--- src/rtl/mdio_slave_pkg.sv ---
package mdio_slave_pkg;

    typedef enum logic [1:0] {
        FR_HUNT  = 2'd0,
        FR_START = 2'd1,
        FR_HDR   = 2'd2,
        FR_DATA  = 2'd3
    } fr_state_e;

    localparam logic [1:0] OPC_READ  = 2'b10;
    localparam logic [1:0] OPC_WRITE = 2'b01;

endpackage

--- src/rtl/mdio_idle_det.sv ---
module mdio_idle_det #(
    parameter int PRE_LEN = 32
) (
    input  logic clk,
    input  logic rst_n,
    input  logic bit_i,
    input  logic busy_i,
    output logic idle_o
);
    localparam int CW = $clog2(PRE_LEN + 1);

    logic [CW-1:0] cnt_d, cnt_q;

    always_comb begin
        cnt_d = cnt_q;
        if (busy_i || !bit_i) begin
            cnt_d = '0;
        end else if (cnt_q != CW'(PRE_LEN)) begin
            cnt_d = cnt_q + 1'b1;
        end
    end

    always_ff @(posedge clk or negedge rst_n) begin
        if (!rst_n) cnt_q <= '0;
        else        cnt_q <= cnt_d;
    end

    assign idle_o = (cnt_q == CW'(PRE_LEN));
endmodule

--- src/rtl/mdio_frame_ctl.sv ---
module mdio_frame_ctl
    import mdio_slave_pkg::*;
#(
    parameter int CHANNEL = 0,
    parameter int ADDR_W  = 5,
    parameter int DATA_W  = 16
) (
    input  logic              clk,
    input  logic              rst_n,
    input  logic              bit_i,
    input  logic              idle_i,
    input  logic [ADDR_W-3:0] strap_i,
    output logic              busy_o,
    output logic              arm_o,
    output logic              load_o,
    output logic              shift_o,
    output logic              stop_o,
    output logic [ADDR_W-1:0] reg_addr_o,
    output logic              wr_en_o,
    output logic [DATA_W-1:0] wr_data_o
);
    localparam int HDR_W    = 2 + 2 * ADDR_W;
    localparam int HDR_BITS = HDR_W + 2;
    localparam int CNT_W    = $clog2(DATA_W);

    typedef struct packed {
        fr_state_e         st;
        logic [CNT_W-1:0]  cnt;
        logic [HDR_W-1:0]  hdr;
        logic [DATA_W-2:0] wsh;
        logic [ADDR_W-1:0] ra;
        logic              wr_hit;
        logic              wr_en;
        logic [DATA_W-1:0] wr_data;
    } fr_regs_t;

    fr_regs_t s_d, s_q;

    logic [1:0]        op_w;
    logic [ADDR_W-1:0] phy_w;
    logic [ADDR_W-1:0] own_addr;
    logic              addr_hit;
    logic              at_arm;

    assign op_w     = s_q.hdr[HDR_W-1 -: 2];
    assign phy_w    = s_q.hdr[2*ADDR_W-1 -: ADDR_W];
    assign own_addr = {strap_i, 2'(CHANNEL)};
    assign addr_hit = (phy_w == own_addr);
    assign at_arm   = (s_q.st == FR_HDR) && (s_q.cnt == CNT_W'(HDR_W));

    always_comb begin
        s_d       = s_q;
        s_d.wr_en = 1'b0;
        unique case (s_q.st)
            FR_HUNT: begin
                if (idle_i && !bit_i) s_d.st = FR_START;
            end
            FR_START: begin
                s_d.cnt = '0;
                s_d.st  = bit_i ? FR_HDR : FR_HUNT;
            end
            FR_HDR: begin
                s_d.hdr = {s_q.hdr[HDR_W-2:0], bit_i};
                if (at_arm) begin
                    s_d.ra     = s_q.hdr[ADDR_W-1:0];
                    s_d.wr_hit = addr_hit && (op_w == OPC_WRITE);
                end
                if (s_q.cnt == CNT_W'(HDR_BITS - 1)) begin
                    s_d.st  = FR_DATA;
                    s_d.cnt = '0;
                end else begin
                    s_d.cnt = s_q.cnt + 1'b1;
                end
            end
            FR_DATA: begin
                s_d.wsh = {s_q.wsh[DATA_W-3:0], bit_i};
                if (s_q.cnt == CNT_W'(DATA_W - 1)) begin
                    s_d.st  = FR_HUNT;
                    s_d.cnt = '0;
                    if (s_q.wr_hit) begin
                        s_d.wr_en   = 1'b1;
                        s_d.wr_data = {s_q.wsh, bit_i};
                    end
                end else begin
                    s_d.cnt = s_q.cnt + 1'b1;
                end
            end
            default: s_d.st = FR_HUNT;
        endcase
    end

    always_ff @(posedge clk or negedge rst_n) begin
        if (!rst_n) begin
            s_q    <= '0;
            s_q.st <= FR_HUNT;
        end else begin
            s_q <= s_d;
        end
    end

    assign busy_o     = (s_q.st != FR_HUNT);
    assign arm_o      = at_arm && addr_hit && (op_w == OPC_READ);
    assign load_o     = (s_q.st == FR_HDR) && (s_q.cnt == CNT_W'(HDR_BITS - 1));
    assign shift_o    = (s_q.st == FR_DATA) && (s_q.cnt != CNT_W'(DATA_W - 1));
    assign stop_o     = (s_q.st == FR_DATA) && (s_q.cnt == CNT_W'(DATA_W - 1));
    assign reg_addr_o = s_q.ra;
    assign wr_en_o    = s_q.wr_en;
    assign wr_data_o  = s_q.wr_data;
endmodule

--- src/rtl/mdio_tx.sv ---
module mdio_tx #(
    parameter int DATA_W = 16
) (
    input  logic              clk,
    input  logic              rst_n,
    input  logic              arm_i,
    input  logic              load_i,
    input  logic              shift_i,
    input  logic              stop_i,
    input  logic [DATA_W-1:0] rd_data_i,
    output logic              out_o,
    output logic              oe_o
);
    typedef struct packed {
        logic              oe;
        logic              out;
        logic [DATA_W-1:0] sh;
    } tx_regs_t;

    tx_regs_t t_d, t_q;

    always_comb begin
        t_d = t_q;
        if (arm_i) begin
            t_d.oe  = 1'b1;
            t_d.out = 1'b0;
        end else if (stop_i) begin
            t_d.oe  = 1'b0;
            t_d.out = 1'b0;
        end else if (t_q.oe && load_i) begin
            t_d.out = rd_data_i[DATA_W-1];
            t_d.sh  = {rd_data_i[DATA_W-2:0], 1'b0};
        end else if (t_q.oe && shift_i) begin
            t_d.out = t_q.sh[DATA_W-1];
            t_d.sh  = {t_q.sh[DATA_W-2:0], 1'b0};
        end
    end

    always_ff @(posedge clk or negedge rst_n) begin
        if (!rst_n) t_q <= '0;
        else        t_q <= t_d;
    end

    assign out_o = t_q.out;
    assign oe_o  = t_q.oe;
endmodule

--- src/rtl/mdio_slave.sv ---
module mdio_slave #(
    parameter int CHANNEL = 0,
    parameter int PRE_LEN = 32,
    parameter int ADDR_W  = 5,
    parameter int DATA_W  = 16
) (
    input  logic              mdc,
    input  logic              rst_n,
    input  logic              mdio_i,
    output logic              mdio_o,
    output logic              mdio_oe,
    input  logic [2:0]        phy_strap,
    output logic [ADDR_W-1:0] reg_rd_addr,
    input  logic [DATA_W-1:0] reg_rd_data,
    output logic              reg_wr_en,
    output logic [ADDR_W-1:0] reg_wr_addr,
    output logic [DATA_W-1:0] reg_wr_data
);
    logic idle_w, busy_w, arm_w, load_w, shift_w, stop_w;
    logic [ADDR_W-1:0] ra_w;

    mdio_idle_det #(.PRE_LEN(PRE_LEN)) u_idle (
        .clk    (mdc),
        .rst_n  (rst_n),
        .bit_i  (mdio_i),
        .busy_i (busy_w),
        .idle_o (idle_w)
    );

    mdio_frame_ctl #(.CHANNEL(CHANNEL), .ADDR_W(ADDR_W), .DATA_W(DATA_W)) u_ctl (
        .clk        (mdc),
        .rst_n      (rst_n),
        .bit_i      (mdio_i),
        .idle_i     (idle_w),
        .strap_i    (phy_strap),
        .busy_o     (busy_w),
        .arm_o      (arm_w),
        .load_o     (load_w),
        .shift_o    (shift_w),
        .stop_o     (stop_w),
        .reg_addr_o (ra_w),
        .wr_en_o    (reg_wr_en),
        .wr_data_o  (reg_wr_data)
    );

    mdio_tx #(.DATA_W(DATA_W)) u_tx (
        .clk       (mdc),
        .rst_n     (rst_n),
        .arm_i     (arm_w),
        .load_i    (load_w),
        .shift_i   (shift_w),
        .stop_i    (stop_w),
        .rd_data_i (reg_rd_data),
        .out_o     (mdio_o),
        .oe_o      (mdio_oe)
    );

    assign reg_rd_addr = ra_w;
    assign reg_wr_addr = ra_w;
endmodule

--- config.mk ---
export PLATFORM = sky130hd
export DESIGN_NAME = mdio_slave
export DESIGN_NICKNAME = d
export VERILOG_FILES = /design/src/rtl/mdio_slave_pkg.sv /design/src/rtl/mdio_idle_det.sv /design/src/rtl/mdio_frame_ctl.sv /design/src/rtl/mdio_tx.sv /design/src/rtl/mdio_slave.sv
export SDC_FILE = /design/constraint.sdc
export NUM_CORES = 1
export LEC_CHECK = 0
export BUFFER_PORTS_ARGS = -buffer_cell sky130_fd_sc_hd__buf_2
export CAP_MARGIN = 0
export CORE_MARGIN = 2
export CORE_UTILIZATION = 35
export CTS_CLUSTER_DIAMETER = 80
export DETAILED_ROUTE_END_ITERATION = 12
export GPL_ROUTABILITY_DRIVEN = 0
export SLEW_MARGIN = 20
export SYNTH_ARGS = -nofsm -noshare
export SYNTH_HDL_FRONTEND = slang
export SYNTH_HIERARCHICAL = 1
export SYNTH_SLANG_ARGS = --single-unit
--- constraint.sdc ---
create_clock -name mdc -period 2.1 [get_ports mdc]
set_input_delay 0.21 -clock mdc [delete_from_list [all_inputs] [get_ports mdc]]
set_output_delay 0.21 -clock mdc [all_outputs]
set_load 0.02 [all_outputs]
# After elaboration in Yosys (flattened, before gate mapping)
# Cells that the tools add are included.
[totals] ff_bits=80 latch_bits=0 ramBits=0 romBits=0 out_inout_bits=29 word_cells=72 memories=0
[op_classes] n_addsub=2 n_mul=0 div=0 n_lt_le_gt_ge=0 eq_ne=15 n_shift=0 n_mux=18 bitwise=2 n_reduce_logical=23
[ops] cell="$mux 17" count=5
[ops] cell="$eq 4x4->1 const B" count=3
[ops] cell="$mux 6" count=2
[ops] cell="$pmux 4 s3" count=1
[ops] cell="$logic_and 1x1->1" count=10
[ops] cell="$mux 2" count=5
[ops] cell="$reduce_and 3->1" count=3
[ops] cell="$mux 4" count=2
[ops] cell="$pmux 2 s4" count=1
[ops] cell="$reduce_bool 2->1" count=4
[ops] cell="$add 6x1->6 const B" count=1
[ops] cell="$eq 2x2->1 const B" count=3
[ops] cell="$eq 6x6->1 const B" count=1
[ops] cell="$ne 6x6->1 const B" count=1
[ops] cell="$eq 5x5->1" count=1
[ops] cell="$add 4x1->4 const B" count=1
[ops] cell="$eq 2x1->1 const B" count=2
[ops] cell="$ne 2x1->1 const B" count=2
[ops] cell="$ne 4x4->1 const B" count=1
[ops] cell="$reduce_bool 4->1" count=1
[ops] cell="$reduce_bool 3->1" count=1
[ops] cell="$logic_not 2->1" count=1
[ops] cell="$mux 1" count=2
[ops] cell="$ne 2x2->1 const B" count=1
[ops] cell="4 further kinds" count=5

# Logic depth before layout (Yosys ltp)
[depth] word_depth=7 depth_mapped=9 mapped_depth_nobuf=7

# Cells and area by module
# The synthesis kept the hierarchy.
[by_module_without_submodules] module="mdio_frame_ctl" n_inst=1 cells_per_inst=184 area_per_inst_um2=2575.0 seq_area_each_um2=1401.3
[by_module_without_submodules] module="mdio_tx" n_inst=1 cells_per_inst=59 area_per_inst_um2=915.9 seq_area_each_um2=425.4
[by_module_without_submodules] module="mdio_idle_det" n_inst=1 cells_per_inst=35 area_per_inst_um2=344.1 seq_area_each_um2=150.1
[by_module_without_submodules] module="mdio_slave" n_inst=1 cells_per_inst=5 area_per_inst_um2=37.5 seq_area_each_um2=0.0

# Worst setup path after synthesis
# Ideal clock, no wire load.
[synth_path] path_kind="register -> register" start="register u_ctl/s_q[54] (netlist name)" end="register u_tx/t_q[10] (netlist name)" setup_time_ns=0.125 t_arrival_ns=1.925 required_time_ns=1.975 slack_ns=0.050 stages_incl_launch_ff=10 path_buffers=4 synth_period_minus_slack_ns=2.050 path_cell_list="dfrtp_1 -> buf_4 -> nor2b_4 -> buf_6 -> buf_6 -> and3_1 -> o21ai_2 -> nor3_4 -> buf_6 -> mux2_4"
[synth_via] elab_cells_between_ends=15 classes_between="eq/ne (2); mux (1); bitwise (2); reduce/logical (10)"
[synth_rtl] element="start: declaration" line="mdio_frame_ctl.sv:37" text="fr_regs_t s_d, s_q;"
[synth_rtl] element="$eq 2x2->1 (*)" line="mdio_frame_ctl.sv:103" text="assign load_o = (s_q.st == FR_HDR) && (s_q.cnt == CNT_W'(HDR_BITS - 1));"
[synth_rtl] element="$logic_and 1x1->1 (*)" line="mdio_frame_ctl.sv:103"
[synth_rtl] element="named net load_w" line="mdio_slave.sv:19" text="logic idle_w, busy_w, arm_w, load_w, shift_w, stop_w;"
[synth_rtl] element="$logic_and 1x1->1 (*)" line="mdio_tx.sv:30" text="end else if (t_q.oe && load_i) begin"
[synth_rtl] element="$reduce_bool 2->1 (no line)"
[synth_rtl] element="$reduce_and 3->1 (no line)"
[synth_rtl] element="end signal: assignment" line="mdio_tx.sv:41" text="else t_q <= t_d;"
[synth_rtl] element="end: declaration" line="mdio_tx.sv:20" text="tx_regs_t t_d, t_q;"
# The timed path passes the listed nets; every way through them passes the cells marked *.
# A chain may end at the register's enable or synchronous reset.

# Final worst setup path
[layout_path] start="register u_ctl/s_q[53] (netlist name)" end="register u_tx/t_q[4] (netlist name)"
[layout_via] elab_cells_between_ends=17 classes_between="eq/ne (4); mux (1); bitwise (2); reduce/logical (10)"
[layout_rtl] element="$eq 4x4->1 (*)" line="mdio_frame_ctl.sv:103"
[layout_rtl] element="$logic_and 1x1->1 (*)" line="mdio_frame_ctl.sv:103"
[layout_rtl] element="named net load_w" line="mdio_slave.sv:19"
[layout_rtl] element="$logic_and 1x1->1 (*)" line="mdio_tx.sv:30"
[layout_rtl] element="$reduce_bool 2->1 (no line)"
[layout_rtl] element="$reduce_and 3->1 (no line)"
# Marks and branches as above.

==> impl_metrics.tcl <==
set metrics [dict create \
    clock-root-buffer "clkbuf_8" \
    pwr-share-comb_pct 7.4 \
    clk_latency_ps 350 \
    vias 2174 \
    p_sw_uw 729 \
    crit_buf_inv 1 \
    synth-seq-area-share_pct 51.1 \
    dr.pass1.iters 4 \
    rows 38 \
    die_area_um2 11900 \
    fmax_mhz 521 \
    wl_per_cell_um 13.6 \
    globalRouteTotalUtil_pct 11.7 \
    tightest_slew_ps 525 \
    skew_ps 9.36 \
    antenna_found_initial 0 \
    htreeDepth 3 \
    drv_cap 0 \
    syn-num-nets 310 \
    crit_family "multiplexers" \
    routed_wl_um 6330 \
    clkTransAtPathRegs_ps 90 \
    clkPwrFrac_pct 38.2 \
    power_frac_seq_pct 54.4 \
    num-fill-cells 1046 \
    swShare_pct 24.2 \
    cpMostUsedCell "mux2_2" \
    grt_max_degree 41 \
    overflow 0 \
    layout_common_cells "dfrtp_1 (79), buf_2 (49), mux2_2 (37)" \
    cts.sinks 79 \
    internal-power_mw 2.28 \
    hpwl_um 4410 \
    n_antenna_cell 0 \
    die_x_um 109 \
    cts_tree "yes" \
    syn_avg_cell_area_um2 13.7 \
    crit_path_max_fanout 15 \
    die_h_um 109 \
    multi_input_area_um2 1570 \
    grt_pass1_wl_um 10800 \
    static-leakage-power_nw 2.06 \
    rsz0062_at_grt "false" \
    synth_edf_count 0 \
    ys_seq_elements 79 \
    maxSlewViolCount 0 \
    regArea_um2 1980 \
    fin_nets 349 \
    cts.path.max_buffers 2 \
    port_buffers 50 \
    finalSetupViolations 0 \
    critPathArrivalTime_ps 2160 \
    fin_util_pct 40.2 \
    yosysWarningCount 6 \
    path_cells "and2_2 > and3_1 > nand2_2 > buf_12 > mux2_2 > mux2_2" \
    min_period_ps 1920 \
    setup-tns-final_ps 0 \
    drcViolationCount 0 \
    finalHoldViolations 0 \
    grt_pass1_vias 2243 \
    viasPerCell 4.66 \
    cts_setup_buffers 0 \
    synthCells 283 \
    cts_buffers 9 \
    detailedRoute.firstIterationViolations 74 \
    async_flop_share_pct 100 \
    synth_flop_cell "dfrtp_1" \
    crit_type "flip-flop to flip-flop" \
    io_pins 51 \
    ys_types 44 \
    power.density_nw_per_um2 691 \
    outcome "finished clean" \
    area_growth_pct 12.4 \
    peakVddDrop_uv 350 \
    hold_path.class "input pin to flip-flop" \
    cp_slowest_cell "dfrtp_1" \
    slowest_delay_ps 470 \
    cts_resized 0 \
    period_share_pct 91.4 \
    end_kind "flip-flop" \
    relSlewSlack_pct 65.0 \
    drive_above_1_share_pct 49.2 \
    start_kind "flip-flop" \
    antenna_left 0 \
    mostFrequentLayoutCell "dfrtp_1" \
    core_area_um2 10800 \
    synthesis.area_um2 3870 \
    required_ps 2340 \
    initial_utilization_pct 35.7 \
]
==> kinds of logic (layout without fill, tap and decap cells) <==
logic type               count (synthesis)  count (layout)  share of synthesized area [%]
AO/OA/AOI/OAI                           22              22                           3.72
XOR/XNOR                                 5               5                           1.13
multiplexers                            77              77                           25.4
AND/OR/NAND/NOR                         48              48                           8.59
buffers and inverters                   47              91                           8.50
flip-flops                              79              79                           51.1
adder cells (fa/ha/maj)                  5               5                           1.62
==> registers in the layout (all words and copies together) (netlist names), named ones only <==
| name | cells |
|---|---|
| u_ctl/op_w | 2 |
| u_ctl/wr_en_o | 1 |
| u_ctl/reg_addr_o | 5 |
| u_ctl/phy_w | 5 |
| u_ctl/s_q | 26 |
| u_tx/oe_o | 1 |
| u_ctl/wr_data_o | 16 |
| u_tx/out_o | 1 |
| u_tx/t_q | 15 |
| u_idle/cnt_q | 6 |
==> metal layers <==
metal | global-route usage, % | routed length, µm | up-vias
met5 | 0 | 0 | -
met4 | 6.51 | 129 | 0
met3 | 2.63 | 279 | 11
met2 | 17.3 | 2920 | 31
met1 | 16.0 | 3000 | 1085
li1 | - | - | 1047
==> metrics by stage <==
stage               cell area (µm²)  hold slack, ps  worst slack, ps  total power [mW]  std cells
finish                         4350             146              181              3.01        467
global route                   4350             158             89.2              3.16        467
CTS                            4350             131              195              3.06        467
detailed placement             4140             227              203              1.89        450
global placement               4140             221              237              1.88        450
floorplan                      3870           -85.6             50.4              1.81        283
==> final cells by class <==
type | instances | share of cell area (%)
clock inverter | 7 | 1.81
inverter | 13 | 1.12
tap | 140 | 4.02
timing repair buffer | 62 | 8.80
clock buffer | 9 | 2.85
multi-input combinational | 157 | 36.0
sequential | 79 | 45.4
==> synth_stat cells (2+ instances only) <==
cell type	n	area share [%]
nand3b_1	2	0.39
inv_1	13	1.3
o211ai_1	2	0.39
nand3_1	5	0.65
buf_4	28	5.4
o21ai_0	6	0.78
o21ai_2	2	0.45
xnor2_1	4	0.90
o22ai_1	2	0.32
nand3_2	2	0.52
ha_1	5	1.6
nor2_1	6	0.58
and2_2	2	0.39
nor2b_1	2	0.32
dfrtp_1	79	51
a31oi_1	3	0.48
mux2_2	37	11
nand4_1	4	0.65
mux2_1	5	1.5
nand2_1	10	0.97
and3_1	2	0.32
mux2_4	32	12
nand2_2	2	0.32
a21oi_1	3	0.39
buf_6	4	1.2
mux2i_1	3	0.78
==> worst paths after layout <==
check / endpoint / start / slack (ps) / depth (start not counted)
worst max-delay path: u_tx/t_q[4] / u_ctl/s_q[53] / 180 / 6
worst min-delay path: u_tx/t_q[1] / reg_rd_data[0] / 150 / 3
worst max register to register: u_tx/t_q[4] / u_ctl/s_q[53] / 180 / 6
worst min register to register: u_ctl/wr_data_o[15] / u_ctl/s_q[37] / 510 / 1
max in group asynchronous: u_tx/t_q[3] / rst_n / 1150 / 3
min in group asynchronous: u_ctl/wr_data_o[7] / rst_n / 370 / 2
==> repair_timing <==
item                       in CTS  in global routing
setup endpoints to repair       0                  0
hold buffers                    1                  0
hold endpoints to repair       38                  0
==> tightest hold or removal path, cell delays in order <==
cell and delay (ps):
buf_2 100, nand4_1 70, o21ai_0 70
==> power by group through the flow <==
| stage | Sequential, mW | Combinational, mW | Clock [mW] |
|---|---|---|---|
| floorplan | 1.65 | 0.158 | 0 |
| global placement | 1.66 | 0.221 | 0 |
| detailed placement | 1.67 | 0.226 | 0 |
| CTS | 1.64 | 0.229 | 1.20 |
| global route | 1.65 | 0.248 | 1.26 |
| finish | 1.63 | 0.223 | 1.15 |
(Power assumes the default switching activity.)
